File: config.mk
export PLATFORM = sky130hd
export DESIGN_NAME = uart_bus_bridge
export DESIGN_NICKNAME = d
export VERILOG_FILES = /design/src/rtl/ubb_pkg.sv /design/src/rtl/ubb_uart_rx.sv /design/src/rtl/ubb_uart_tx.sv /design/src/rtl/ubb_cmd_parser.sv /design/src/rtl/uart_bus_bridge.sv
export SDC_FILE = /design/constraint.sdc
export NUM_CORES = 1
export LEC_CHECK = 0
export BUFFER_PORTS_ARGS = -buffer_cell sky130_fd_sc_hd__buf_2
export CORE_ASPECT_RATIO = 1.5
export CORE_MARGIN = 2
export CORE_UTILIZATION = 35
export CTS_CLUSTER_DIAMETER = 80
export CTS_CLUSTER_SIZE = 8
export DETAILED_ROUTE_END_ITERATION = 8
export PLACE_DENSITY = 0.51
export SETUP_SLACK_MARGIN = 0.02
export SYNTH_ARGS = -nofsm -noshare
export SYNTH_HDL_FRONTEND = slang
export SYNTH_SLANG_ARGS = --single-unit
File: constraint.sdc
create_clock -name clk -period 2 [get_ports clk]
set_input_delay 0.2 -clock clk [delete_from_list [all_inputs] [get_ports clk]]
set_output_delay 0.2 -clock clk [all_outputs]
set_load 0.03 [all_outputs]
File: src/rtl/ubb_pkg.sv
package ubb_pkg;
  localparam logic [7:0] SYNC_BYTE = 8'h55;
  localparam logic [7:0] OP_READ   = 8'h80;
  localparam logic [7:0] OP_WRITE  = 8'hC0;

  typedef enum logic [2:0] {
    PS_IDLE, PS_ADDR, PS_DATA, PS_WACC, PS_RACC, PS_SEND
  } pstate_t;

  function automatic logic [31:0] word_align(input logic [31:0] a);
    return {a[31:2], 2'b00};
  endfunction

  function automatic logic [7:0] pick_byte(input logic [31:0] w, input logic [1:0] i);
    case (i)
      2'd0:    return w[31:24];
      2'd1:    return w[23:16];
      2'd2:    return w[15:8];
      default: return w[7:0];
    endcase
  endfunction
endpackage

File: src/rtl/ubb_uart_rx.sv
module ubb_uart_rx #(
  parameter int CLKS_PER_BIT = 8
) (
  input  logic       clk,
  input  logic       rst_n,
  input  logic       rx_i,
  output logic       byte_valid_o,
  output logic [7:0] byte_o
);
  localparam int CW = (CLKS_PER_BIT > 2) ? $clog2(CLKS_PER_BIT) : 1;
  localparam logic [CW-1:0] LAST = CW'(CLKS_PER_BIT - 1);
  localparam logic [CW-1:0] MID  = CW'(CLKS_PER_BIT / 2 - 1);

  typedef enum logic [1:0] {RX_IDLE, RX_START, RX_DATA, RX_STOP} rxs_t;
  rxs_t st;
  logic [1:0] sync_q;
  logic [CW-1:0] cnt;
  logic [2:0] bit_idx;
  logic [7:0] shreg;
  logic line;

  assign line = sync_q[1];

  always_ff @(posedge clk) begin
    if (!rst_n) begin
      sync_q <= 2'b11; st <= RX_IDLE; cnt <= '0; bit_idx <= '0;
      shreg <= '0; byte_valid_o <= 1'b0; byte_o <= '0;
    end else begin
      sync_q <= {sync_q[0], rx_i};
      byte_valid_o <= 1'b0;
      case (st)
        RX_IDLE: if (!line) begin st <= RX_START; cnt <= '0; end
        RX_START:
          if (cnt == MID) begin
            cnt <= '0; bit_idx <= '0;
            st <= line ? RX_IDLE : RX_DATA;
          end else cnt <= cnt + 1'b1;
        RX_DATA:
          if (cnt == LAST) begin
            cnt <= '0;
            shreg <= {line, shreg[7:1]};
            if (bit_idx == 3'd7) st <= RX_STOP;
            bit_idx <= bit_idx + 1'b1;
          end else cnt <= cnt + 1'b1;
        default:
          if (cnt == LAST) begin
            cnt <= '0; st <= RX_IDLE;
            if (line) begin byte_valid_o <= 1'b1; byte_o <= shreg; end
          end else cnt <= cnt + 1'b1;
      endcase
    end
  end

  assert_valid_pulse_R1: assert property (@(posedge clk) disable iff (!rst_n)
    byte_valid_o |=> !byte_valid_o);
endmodule

File: src/rtl/ubb_uart_tx.sv
module ubb_uart_tx #(
  parameter int CLKS_PER_BIT = 8
) (
  input  logic       clk,
  input  logic       rst_n,
  input  logic       start_i,
  input  logic [7:0] byte_i,
  output logic       busy_o,
  output logic       tx_o
);
  localparam int CW = (CLKS_PER_BIT > 2) ? $clog2(CLKS_PER_BIT) : 1;
  localparam logic [CW-1:0] LAST = CW'(CLKS_PER_BIT - 1);

  logic [CW-1:0] cnt;
  logic [3:0] idx;
  logic [8:0] sr;

  always_ff @(posedge clk) begin
    if (!rst_n) begin
      busy_o <= 1'b0; tx_o <= 1'b1; cnt <= '0; idx <= '0; sr <= '1;
    end else if (!busy_o) begin
      if (start_i) begin
        busy_o <= 1'b1; tx_o <= 1'b0; cnt <= '0; idx <= '0;
        sr <= {1'b1, byte_i};
      end
    end else if (cnt == LAST) begin
      cnt <= '0;
      if (idx == 4'd9) busy_o <= 1'b0;
      else begin
        tx_o <= sr[0];
        sr <= {1'b1, sr[8:1]};
        idx <= idx + 1'b1;
      end
    end else cnt <= cnt + 1'b1;
  end

  assert_idle_high_R1: assert property (@(posedge clk) disable iff (!rst_n)
    !busy_o |-> tx_o);
  assert_start_idle_R9: assert property (@(posedge clk) disable iff (!rst_n)
    start_i |-> !busy_o);
endmodule

File: src/rtl/ubb_cmd_parser.sv
module ubb_cmd_parser
  import ubb_pkg::*;
(
  input  logic        clk,
  input  logic        rst_n,
  input  logic        rx_valid_i,
  input  logic [7:0]  rx_byte_i,
  input  logic        tx_busy_i,
  output logic        tx_start_o,
  output logic [7:0]  tx_byte_o,
  output logic [31:0] bus_addr_o,
  output logic [31:0] bus_wdata_o,
  output logic        bus_we_o,
  output logic        bus_re_o,
  input  logic        bus_ready_i,
  input  logic [31:0] bus_rdata_i
);
  pstate_t st;
  logic [1:0] cnt;
  logic is_write, sent_all;
  logic [31:0] addr_q, data_q, rdata_q;
  logic req_active;

  assign bus_we_o    = (st == PS_WACC);
  assign bus_re_o    = (st == PS_RACC);
  assign bus_addr_o  = word_align(addr_q);
  assign bus_wdata_o = data_q;
  assign req_active  = bus_we_o | bus_re_o;

  always_ff @(posedge clk) begin
    if (!rst_n) begin
      st <= PS_IDLE; cnt <= '0; is_write <= 1'b0; sent_all <= 1'b0;
      addr_q <= '0; data_q <= '0; rdata_q <= '0;
      tx_start_o <= 1'b0; tx_byte_o <= '0;
    end else begin
      tx_start_o <= 1'b0;
      case (st)
        PS_IDLE:
          if (rx_valid_i) begin
            cnt <= '0;
            if (rx_byte_i == OP_WRITE)     begin is_write <= 1'b1; st <= PS_ADDR; end
            else if (rx_byte_i == OP_READ) begin is_write <= 1'b0; st <= PS_ADDR; end
          end
        PS_ADDR:
          if (rx_valid_i) begin
            addr_q <= {addr_q[23:0], rx_byte_i};
            cnt <= cnt + 1'b1;
            if (cnt == 2'd3) st <= is_write ? PS_DATA : PS_RACC;
          end
        PS_DATA:
          if (rx_valid_i) begin
            data_q <= {data_q[23:0], rx_byte_i};
            cnt <= cnt + 1'b1;
            if (cnt == 2'd3) st <= PS_WACC;
          end
        PS_WACC:
          if (bus_ready_i) st <= PS_IDLE;
        PS_RACC:
          if (bus_ready_i) begin
            rdata_q <= bus_rdata_i; cnt <= '0; sent_all <= 1'b0; st <= PS_SEND;
          end
        default:
          if (!tx_busy_i && !tx_start_o) begin
            if (sent_all) st <= PS_IDLE;
            else begin
              tx_start_o <= 1'b1;
              tx_byte_o <= pick_byte(rdata_q, cnt);
              cnt <= cnt + 1'b1;
              if (cnt == 2'd3) sent_all <= 1'b1;
            end
          end
      endcase
    end
  end

  assert_one_req_R8: assert property (@(posedge clk) disable iff (!rst_n)
    !(bus_we_o && bus_re_o));
  assert_hold_R8: assert property (@(posedge clk) disable iff (!rst_n)
    (req_active && !bus_ready_i) |=> (req_active && $stable(bus_addr_o)));
  assert_drop_R8: assert property (@(posedge clk) disable iff (!rst_n)
    (req_active && bus_ready_i) |=> !req_active);
  assert_aligned_R6: assert property (@(posedge clk) disable iff (!rst_n)
    req_active |-> (bus_addr_o[1:0] == 2'b00));
endmodule

File: src/rtl/uart_bus_bridge.sv
module uart_bus_bridge #(
  parameter int CLKS_PER_BIT = 8
) (
  input  logic        clk,
  input  logic        rst_n,
  input  logic        uart_rx_i,
  output logic        uart_tx_o,
  output logic [31:0] bus_addr_o,
  output logic [31:0] bus_wdata_o,
  output logic        bus_we_o,
  output logic        bus_re_o,
  input  logic        bus_ready_i,
  input  logic [31:0] bus_rdata_i
);
  logic       rx_valid, tx_start, tx_busy;
  logic [7:0] rx_byte, tx_byte;

  ubb_uart_rx #(.CLKS_PER_BIT(CLKS_PER_BIT)) u_rx (
    .clk(clk), .rst_n(rst_n), .rx_i(uart_rx_i),
    .byte_valid_o(rx_valid), .byte_o(rx_byte));

  ubb_cmd_parser u_parse (
    .clk(clk), .rst_n(rst_n), .rx_valid_i(rx_valid), .rx_byte_i(rx_byte),
    .tx_busy_i(tx_busy), .tx_start_o(tx_start), .tx_byte_o(tx_byte),
    .bus_addr_o(bus_addr_o), .bus_wdata_o(bus_wdata_o),
    .bus_we_o(bus_we_o), .bus_re_o(bus_re_o),
    .bus_ready_i(bus_ready_i), .bus_rdata_i(bus_rdata_i));

  ubb_uart_tx #(.CLKS_PER_BIT(CLKS_PER_BIT)) u_tx (
    .clk(clk), .rst_n(rst_n), .start_i(tx_start), .byte_i(tx_byte),
    .busy_o(tx_busy), .tx_o(uart_tx_o));
endmodule

==> metrics.md, run 1 <==
| Metric | Value |
|---|---|
| TritonCTS clock tree | `done` |
| Top_reg_cell synth | `dfxtp_1` |
| Seq cells post-synth | `156` |
| Largest net degree at the start of global routing | `56` |
| Switching pwr | `0.001510 W` |
| Reg power frac | `47.5%` |
| Clock skew | `0.009749 ns` |
| Ant diodes | `0` |
| Delay of the slowest critical-path stage | `0.53 ns` |
| Initial antenna violation count | `1` |
| Worst-path cell chain | `nand2_1, nor2_1, buf_2` |
| Max_slew headroom | `62.90%` |
| CTS Root Cell | `clkbuf_16` |
| CP Data Required Time | `1.80 ns` |
| Port Buffers | `100` |
| Met2 usage in global routing | `between 20 and 30%` |
| DRC Markers | `0` |
| Initial Util | `35.40%` |
| H-tree levels | `4` |
| Leakage | `3.110 nW` |
| Comb pwr share | `4.7%` |
| Final cell count without fillers | `1112` |
| RSZ-0062 raised after global routing | `no` |
| Routed vias/inst | `4.863` |
| FP Rows | `~60` |
| Fin nets | `around 930` |
| CP top delay family | `flip-flops` |
| DR iter-0 viols | `298` |
| Post-DP HPWL | `10.45 mm` |
| Fraction of layout cells with a size suffix above 1 | `a little under 20%` |
| Outcome | `completed` |
| Worst-Margin Slew | `around 0.55 ns` |
| GPL Wtd Cong | `slightly below 0.8` |
| Hold Path Class | `input port to register` |
| First-pass GRT wire length | `around 25 mm` |
| Fmax | `about 0.54 GHz` |
| Sequential fraction of the synthesis area | `a little under 50%` |
| Via count | `5408` |
| Synthesized instance count | `797` |
| Clock period minus worst slack | `1.847 ns` |
| Commonest cells after routing, fill and taps aside | `nand2_1 (223), dfxtp_1 (153), a21oi_1 (118), buf_2 (100), nor2_1 (39)` |
| Core Box Area | `18320 um2` |
| Distinct cells, synth | `50` |
| Clock tree buffer depth | `2` |
| Hold Vio Cnt, Final | `0` |
| Setup crit end kind | `output port` |
| CTS Sinks | `156` |
| GRT Total Usage | `15.92%` |
| TritonRoute pass-1 iters | `4` |
| Warnings, synthesis | `0` |
| Grt met1 use | `between 10% and 20%` |
| Slowest stage cell on the critical path | `dfxtp_2` |
| WP buf/inv | `1` |
| CP arrival | `1.65 ns` |
| Clk pwr share | `47.9%` |
| Finish-stage setup viols | `0` |
| Inst Count DP | `~1100` |
| Peak VDD IR | `roughly 0.00053 V` |
| Max Slew Vio Count | `0` |
| Clk slew on worst S/H paths | `0.06 ns` |
| Worst setup SP type | `register` |
| Met3 usage | `under 10%` |
| Synth async-reset ratio | `0%` |
| Post-synth EDFFs | `0` |
| DRT Wirelength | `15.24 mm` |
| Die H | `170.7 um` |
| Maxcap violations | `0` |
| Power per cell area | `840.8 nW/um2` |
| Detail Route Antenna Nets | `0` |
| CTS Buf Count | `17` |
| Internal cell power | `between 0.005 and 0.006 W` |
| Worst-skew pair later-pin latency | `0.43 ns` |
| Switch share | `between 20 and 25%` |
| P&R area growth vs syn | `21.52%` |
| Post-Syn Area per Cell | `8.135 um2` |
| Commonest non-fill, non-tap cell in the layout | `nand2_1` |
| Top Ports | `103` |
| Setup tns final | `0 ns` |
| Tcrit/Tclk final | `92.36%` |
| CP Class | `register to output port` |
| Die area | `~20000 um2` |
| Synth Cell Area | `about 6500 um2` |
| Global route total overflow | `0` |
| Most used routing layer in global routing | `met2` |
| Die X-Extent | `115.1 um` |
| Worst Path Max Fanout | `17` |
| Routed len/inst | `13.70 um` |
| Vias in the first global route | `5031` |
## layer usage
metal	vias up	part of all wire, %
met2	100	54
met5	-	0.085
li1	2802	-
met4	2	1.3
met3	15	3.4
met1	2489	41
## per-stage QoR
step	hold slack (ns)	cell area [um2]	util [%]	total power (W)	setup WS, ns
after floorplan	0.2730	6492	-	0.003381	0.2148
after global placement	0.4081	7107	38.80	0.003498	0.1911
after detailed placement	0.4126	7107	38.80	0.003497	0.1572
after CTS	0.001651	7876	43.00	0.006712	0.1143
after global routing	0.01148	7879	43.01	0.006880	0.04844
final	0.009706	7879	43.01	0.006625	0.1528
## flip-flops by register name, indices dropped and copies added, names as in the netlist, 4 cells and up
| signal | cells |
|---|---|
| u_parse.addr_q | 32 |
| u_parse.bus_wdata_o | 32 |
| u_parse.rdata_q | 32 |
| u_parse.tx_byte_o | 8 |
| u_rx.byte_o | 8 |
| u_rx.shreg | 8 |
| u_tx.idx | 4 |
| u_tx.sr | 8 |
## what timing repair did
| action | 4_1_cts | 5_1_grt |
|---|---|---|
| setup buffers | 0 | 0 |
| setup endpoints to repair | 1 | 1 |
| resized for setup | 1 | 2 |
| hold endpoints to repair | 18 | 0 |
| hold buffers | 18 | 0 |
## final timing paths
path / startpoint / cells past startpoint / end / slack, ns
min reg2reg: u_rx.sync_q[0] / 1 / u_rx.sync_q[1] / 0.42
max: u_parse.st[1] / 3 / bus_we_o / 0.15
min: bus_rdata_i[10] / 3 / u_parse.rdata_q[10] / 0.01
max reg2reg: u_rx.cnt[0] / 5 / u_rx.st[1] / 0.17
## worst register-to-register path, delay by kind of cell, from the launching register on
| family | cells | cell delay [ns] |
|---|---|---|
| flip-flops | 1 | 0.35 |
| adder cells (fa/ha/maj) | 2 | 0.55 |
| AND/OR/NAND/NOR | 1 | 0.52 |
| AO/OA/AOI/OAI | 2 | 0.34 |
## power by group through the flow
stage          combinational, W  sequential, W  clock [W]
2_1_floorplan          0.000173        0.00321          0
3_3_place_gp           0.000286        0.00321          0
3_5_place_dp           0.000285        0.00321          0
4_1_cts                0.000313        0.00314    0.00326
5_1_grt                0.000347        0.00314    0.00339
6_report               0.000308        0.00314    0.00317
## Yosys cell counts, drive strengths merged, types with 10 or more instances
master | instances | share of area (%)
mux2i | 20 | 3.1
clkbuf | 38 | 2.2
a21oi | 118 | 9.1
nand3 | 16 | 1.2
nor2 | 39 | 2.3
dfxtp | 156 | 48
inv | 10 | 0.58
buf | 47 | 4.8
o21ai | 23 | 1.8
ha | 19 | 3.7
nand2 | 223 | 13
## final cells by class
class	instances	area, um2
fill	1888	10440
sequential	156	3127
multi-input combinational	547	2888
timing repair buffer	147	960.9
clock buffer	21	480.5
tap	220	275.3
clock inverter	11	107.6
inverter	10	40.04
## logic make-up after synthesis
logic type / synth area share (%)
adder cells (fa/ha/maj): 3.667
other: 0.05784
flip-flops: 48.17
buffers and inverters: 7.623
AND/OR/NAND/NOR: 21.52
AO/OA/AOI/OAI: 15.26
XOR/XNOR: 0.2702
multiplexers: 3.435
No activity file was read; power rests on OpenSTA's default activity.
==> inputs of run 2 (changes only) <==
--- a/config.mk
+++ b/config.mk
@@ -12,7 +12,7 @@
 export CTS_CLUSTER_DIAMETER = 80
 export CTS_CLUSTER_SIZE = 8
 export DETAILED_ROUTE_END_ITERATION = 8
-export PLACE_DENSITY = 0.51
+export PLACE_DENSITY = 0.56
 export SETUP_SLACK_MARGIN = 0.02
 export SYNTH_ARGS = -nofsm -noshare
 export SYNTH_HDL_FRONTEND = slang
==> run 2 against run 1 <==
Against the previous run:
- setup slack better by 0.049 ns
- largest cell class unchanged
- worst hold slack hardly changed
- critical path depth is 3 higher
- die area stayed put
==> metrics.md, run 2 (synthesized netlist as in run 1, its figures left out) <==
| Metric | Value |
|---|---|
| Outcome | `completed` |
| CTS Buf Count | `17` |
| Final Instance Area | `between 7000 and 8000 um2` |
| Slowest stage cell on the critical path | `or4b_1` |
| Peak VDD IR | `0.0004960 V` |
| Worst-skew pair later-pin latency | `0.44 ns` |
| Leakage | `between 3 and 4 nW` |
| Flop2flop setup slack | `0.20 ns` |
| RSZ-0062 raised after global routing | `no` |
| Via count | `~5500` |
| CP Data Required Time | `2.36 ns` |
| Met2 wire len | `7.631 mm` |
| Clock skew | `0.01076 ns` |
| CP top delay family | `simple AND/OR/NAND/NOR gates` |
| Power per cell area | `approximately 840 nW/um2` |
| Maxcap violations | `0` |
| TritonRoute pass-1 iters | `5` |
| Worst-path cell chain | `inv_1, ha_1, nand2_1, o2111ai_1, or4b_1, a21oi_1` |
| DRC Markers | `0` |
| Max Slew Vio Count | `0` |
| Worst setup SP type | `register` |
| Commonest non-fill, non-tap cell in the layout | `nand2_1` |
| Die H | `170.7 um` |
| Clock period minus worst slack | `1.799 ns` |
| CTS Sinks | `156` |
| Port Buffers | `100` |
| WP buf/inv | `1` |
| Die X-Extent | `115.1 um` |
| GPL Wtd Cong | `0.7972` |
| Clock tree buffer depth | `2` |
| GRT Total Usage | `16.04%` |
| CP arrival | `roughly 2.2 ns` |
| Vias in the first global route | `5142` |
| Die area | `19650 um2` |
| Top Ports | `a little over 100` |
| Worst Path Max Fanout | `7` |
| Setup crit end kind | `register` |
| Fraction of layout cells with a size suffix above 1 | `18.76%` |
| P&R area growth vs syn | `21.00%` |
| Initial antenna violation count | `0` |
| Global route total overflow | `0` |
| Clk slew on worst S/H paths | `0.07 ns` |
| Top layer in use | `met4` |
| # fillers | `1866` |
| Placed cell area | `7057 um2` |
| Hold Vio Cnt, Final | `0` |
| First-pass GRT wire length | `24.98 mm` |
| Hold Path Class | `input port to register` |
| Routed vias/inst | `4.920` |
| Initial Util | `35.40%` |
| DR iter-0 viols | `454` |
| Core Box Area | `between 15000 and 20000 um2` |
| Setup tns final | `0 ns` |
| Tcrit/Tclk final | `89.93%` |
| TritonCTS clock tree | `done` |
| Largest net degree at the start of global routing | `41` |
| Routed len/inst | `13.61 um` |
| Finish-stage setup viols | `0` |
| Wire length on met1 | `6.445 mm` |
| CTS Root Cell | `clkbuf_16` |
| Fin nets | `a little over 900` |
| Commonest cells after routing, fill and taps aside | `nand2_1 (223), dfxtp_1 (153), a21oi_1 (118), buf_2 (100), nor2_1 (39)` |
| Met3 wire length | `about 640 um` |
| DRT Wirelength | `15.11 mm` |
| Post-DP HPWL | `between 10 and 15 mm` |
| Fmax | `roughly 0.56 GHz` |
| H-tree levels | `4` |
| CP Class | `register to register` |
| FP Rows | `between 60 and 70` |
| Delay of the slowest critical-path stage | `between 0.5 and 0.6 ns` |
| Ant diodes | `0` |
| Detail Route Antenna Nets | `0` |
| Post-CTS setup buffer count | `0` |
run 2: where the power goes:
| part | switching (W) | leakage (nW) | total [W] | internal (W) |
|---|---|---|---|---|
| logic | 0.000174 | 1.56 | 0.000307 | 0.000133 |
| clock network | 0.00147 | 0.271 | 0.00313 | 0.00166 |
| registers | 0.0000177 | 1.26 | 0.00314 | 0.00312 |
| total | 0.00166 | 3.09 | 0.00658 | 0.00492 |
run 2: final timing paths:
check | from | end | cells past startpoint
worst max-delay path | u_rx.st[0] | u_rx.st[1] | 6
worst min-delay path | bus_rdata_i[31] | u_parse.rdata_q[31] | 3
worst max register to register | u_rx.st[0] | u_rx.st[1] | 6
worst min register to register | u_rx.sync_q[0] | u_rx.sync_q[1] | 1
run 2: cell type report:
type                    instances  area [um2]  share of cell area [%]
flip-flops and latches        156        3127                   39.86
multi-input cells             547        2888                   36.81
repair buffers                145       940.9                   11.99
clock buffers                  17       425.4                   5.423
well taps                     220       275.3                   3.509
clock inverters                15       148.9                   1.898
inverters                      10       40.04                  0.5104
run 2: metal layers:
| metal | GRT usage (%) | vias to the layer above |
|---|---|---|
| li1 | - | 2805 |
| met1 | 18.15 | 2494 |
| met2 | 28.13 | 133 |
| met3 | 3.649 | 29 |
| met4 | 7.753 | 0 |
| met5 | 0 | - |
run 2: timing repair:
item,4_1_cts,5_1_grt
hold buffers,21,0
resized for setup,0,3
endpoints found under the hold margin,21,0
endpoints found under the setup margin,0,3
run 2: tightest hold or removal path, delay by kind of cell:
family | cells | cell delay [ns]
AOI/OAI and AO/OA | 1 | 0.05
and+or+nand+nor | 1 | 0.05
buffers and inverters | 1 | 0.10
run 2: per-stage QoR:
stage | hold slack, ns | power [W] | cells | setup slack (ns) | util [%]
floorplan | 0.2730 | 0.003381 | 798 | 0.2148 | -
global placement | 0.3915 | 0.003490 | 1057 | 0.1907 | 38.52
detailed placement | 0.4104 | 0.003491 | 1057 | 0.1464 | 38.52
CTS | 0.001257 | 0.006673 | 1110 | 0.09689 | 42.81
global route | 0.01290 | 0.006842 | 1110 | 0.03322 | 42.83
finish | 0.009752 | 0.006583 | 1110 | 0.2014 | 42.83
==> inputs of run 3 (changes only) <==
--- a/config.mk
+++ b/config.mk
@@ -5,6 +5,7 @@
 export SDC_FILE = /design/constraint.sdc
 export NUM_CORES = 1
 export LEC_CHECK = 0
+export ABC_AREA = 1
 export BUFFER_PORTS_ARGS = -buffer_cell sky130_fd_sc_hd__buf_2
 export CORE_ASPECT_RATIO = 1.5
 export CORE_MARGIN = 2
@@ -12,6 +13,7 @@
 export CTS_CLUSTER_DIAMETER = 80
 export CTS_CLUSTER_SIZE = 8
 export DETAILED_ROUTE_END_ITERATION = 8
+export GPL_ROUTABILITY_DRIVEN = 0
 export PLACE_DENSITY = 0.56
 export SETUP_SLACK_MARGIN = 0.02
 export SYNTH_ARGS = -nofsm -noshare
==> run 3 against run 2 <==
Against the previous run:
- sequential power hardly changed
- sequential share of layout area is 0.74 points higher
- synthesized cell count is 5.9% higher
- first-iteration DRC count is 31% lower
- largest cell class unchanged
==> metrics.md, run 3 <==
| Metric | Value |
|---|---|
| H-tree levels | `4` |
| Clock period minus worst slack | `~1.8 ns` |
| Sequential fraction of the synthesis area | `47.26%` |
| Initial antenna violation count | `0` |
| Fin nets | `956` |
| Clock skew | `0.008584 ns` |
| Setup tns final | `0 ns` |
| Worst Path Max Fanout | `18` |
| DRC Markers | `0` |
| Slowest stage cell on the critical path | `dfxtp_1` |
| GRT Total Usage | `14.47%` |
| CP Data Required Time | `1.80 ns` |
| Leakage | `3.223 nW` |
| Maxcap violations | `0` |
| Ant diodes | `0` |
| Count leader, synth | `dfxtp_1` |
| Switching pwr | `0.001607 W` |
| Routed len/inst | `11.94 um` |
| Internal cell power | `between 0.004 and 0.005 W` |
| Grt met1 use | `16.73%` |
| Synth Cell Area | `6608 um2` |
| Top_reg_cell synth | `dfxtp_1` |
| Clk slew on worst S/H paths | `roughly 0.07 ns` |
| Vias in the first global route | `between 4000 and 5000` |
| Reg power frac | `47.7%` |
| Comb pwr share | `under 10%` |
| Die H | `roughly 170 um` |
| Synth area leaders | `dfxtp_1 (47%), a21oi_1 (7.8%), o21ai_1 (5.5%), inv_1 (5.3%), nor2_1 (5.2%)` |
| First-pass GRT wire length | `22.94 mm` |
| Tcrit/Tclk final | `91.05%` |
| Clock tree buffer depth | `2` |
| TritonCTS clock tree | `done` |
| CTS Buf Count | `17` |
| Via count | `5279` |
| Post-DP HPWL | `9.483 mm` |
| Max Slew Vio Count | `0` |
| Fmax | `approximately 0.55 GHz` |
| Synth async-reset ratio | `0%` |
| Met3 usage | `4.276%` |
| TritonRoute pass-1 iters | `7` |
| Hold Path Class | `input port to register` |
| Worst-skew pair later-pin latency | `0.43 ns` |
| Die X-Extent | `116.2 um` |
| Die area | `approximately 20000 um2` |
| Largest net degree at the start of global routing | `around 130` |
| CP arrival | `roughly 1.6 ns` |
| Power per cell area | `858.0 nW/um2` |
| Port Buffers | `100` |
| Post-Syn Area per Cell | `7.829 um2` |
| Detail Route Antenna Nets | `0` |
| Warnings, synthesis | `0` |
| Most used routing layer in global routing | `met2` |
| Finish-stage setup viols | `0` |
| Delay of the slowest critical-path stage | `about 0.53 ns` |
| CTS Sinks | `156` |
| Global route total overflow | `0` |
| CP Class | `register to output port` |
| Hold buffers post-CTS | `1` |
| CTS Root Cell | `clkbuf_16` |
| Routed vias/inst | `4.527` |
| Hold Vio Cnt, Final | `0` |
| Worst-path cell chain | `nor2_4, nand2_2, clkinv_2, buf_2` |
| Core Box Area | `18550 um2` |
| Fraction of layout cells with a size suffix above 1 | `19.47%` |
| Max_slew headroom | `between 60% and 70%` |
| Clk pwr share | `47.9%` |
| Switch share | `24.35%` |
| Commonest non-fill, non-tap cell in the layout | `dfxtp_1` |
| Seq cells post-synth | `156` |
| Post-synth EDFFs | `0` |
| Synth top area share | `47.26%` |
| Multi-input logic area | `2646 um2` |
| Top Ports | `just over 100` |
| Commonest cells after routing, fill and taps aside | `dfxtp_1 (156), a21oi_1 (103), buf_2 (99), inv_1 (93), nor2_1 (91)` |
| Initial Util | `35.63%` |
| Post-cts resize count | `0` |
| Setup crit end kind | `output port` |
| Synth top cells by count | `dfxtp_1 (156), a21oi_1 (103), inv_1 (93)` |
| Seq. cell area | `3123 um2` |
| DR iter-0 viols | `roughly 320` |
| DRT Wirelength | `between 10 and 15 mm` |
| Synthesized instance count | `between 800 and 900` |
| FP Rows | `61` |
| Peak VDD IR | `0.0004439 V` |
| # fillers | `1969` |
| Distinct cells, synth | `34` |
| Worst-Margin Slew | `0.5125 ns` |
| P&R area growth vs syn | `16.44%` |
| Cell accounting for the most synthesized area | `dfxtp_1` |
| Finished Core Util | `41.48%` |
| RSZ-0062 raised after global routing | `no` |
| Met2 usage in global routing | `25.07%` |
| Post-CTS setup buffer count | `0` |
| Worst setup SP type | `register` |
| Outcome | `completed` |
==> run 3: layout make-up <==
class                   instances  share of cell area [%]
clock inverters                15                   1.952
flip-flops and latches        156                   40.59
multi-input cells             512                   34.40
well taps                     252                   4.098
repair buffers                113                   8.489
inverters                     101                   4.944
clock buffers                  17                   5.529
==> run 3: power by group through the flow <==
stage | sequential, W | clock, W | combinational [W]
after floorplan | 0.00321 | 0 | 0.000213
after global placement | 0.00322 | 0 | 0.000293
after detailed placement | 0.00322 | 0 | 0.000294
after CTS | 0.00315 | 0.00326 | 0.000296
after global routing | 0.00315 | 0.00343 | 0.000341
final | 0.00315 | 0.00316 | 0.000291
==> run 3: path summary, 6_finish.rpt <==
path / depth (start not counted) / slack (ns) / endpoint / startpoint
min reg2reg: 1 / 0.41 / u_rx.sync_q[1] / u_rx.sync_q[0]
max reg2reg: 7 / 0.31 / u_parse.tx_byte_o[5] / u_parse.st[0]
min: 3 / 0.03 / u_parse.rdata_q[16] / bus_rdata_i[16]
max: 4 / 0.18 / bus_re_o / u_parse.st[0]
==> run 3: stage by stage <==
stage | total power, W | hold slack, ns | worst slack, ns | area (um2) | std cells
floorplan | 0.003427 | 0.3066 | 0.4450 | 6611 | 845
global placement | 0.003512 | 0.3996 | 0.3103 | 7108 | 1133
detailed placement | 0.003514 | 0.3996 | 0.3112 | 7108 | 1133
CTS | 0.006707 | 0.01862 | 0.1608 | 7694 | 1166
global route | 0.006921 | 0.03034 | 0.05864 | 7694 | 1166
finish | 0.006601 | 0.03361 | 0.1790 | 7694 | 1166
==> run 3: cells by family after synthesis <==
group | synth area share [%]
AO/OA/AOI/OAI | 21.13
XOR/XNOR | 0.1326
buffers and inverters | 12.74
adder cells (fa/ha/maj) | 3.598
other | 0.05675
flip-flops | 47.26
AND/OR/NAND/NOR | 15.07
==> run 3: critical path, delay by kind of cell, from the launching register on <==
family                 cells  cell delay [ns]
buffers and inverters      2             0.47
flip-flops                 1             0.53
AND/OR/NAND/NOR            2             0.20
==> run 3: layer usage <==
metal  vias up  wire (um)
met5         -          0
met4         0        287
met3        17        691
met2       124       6735
met1      2276       6208
li1       2862          -
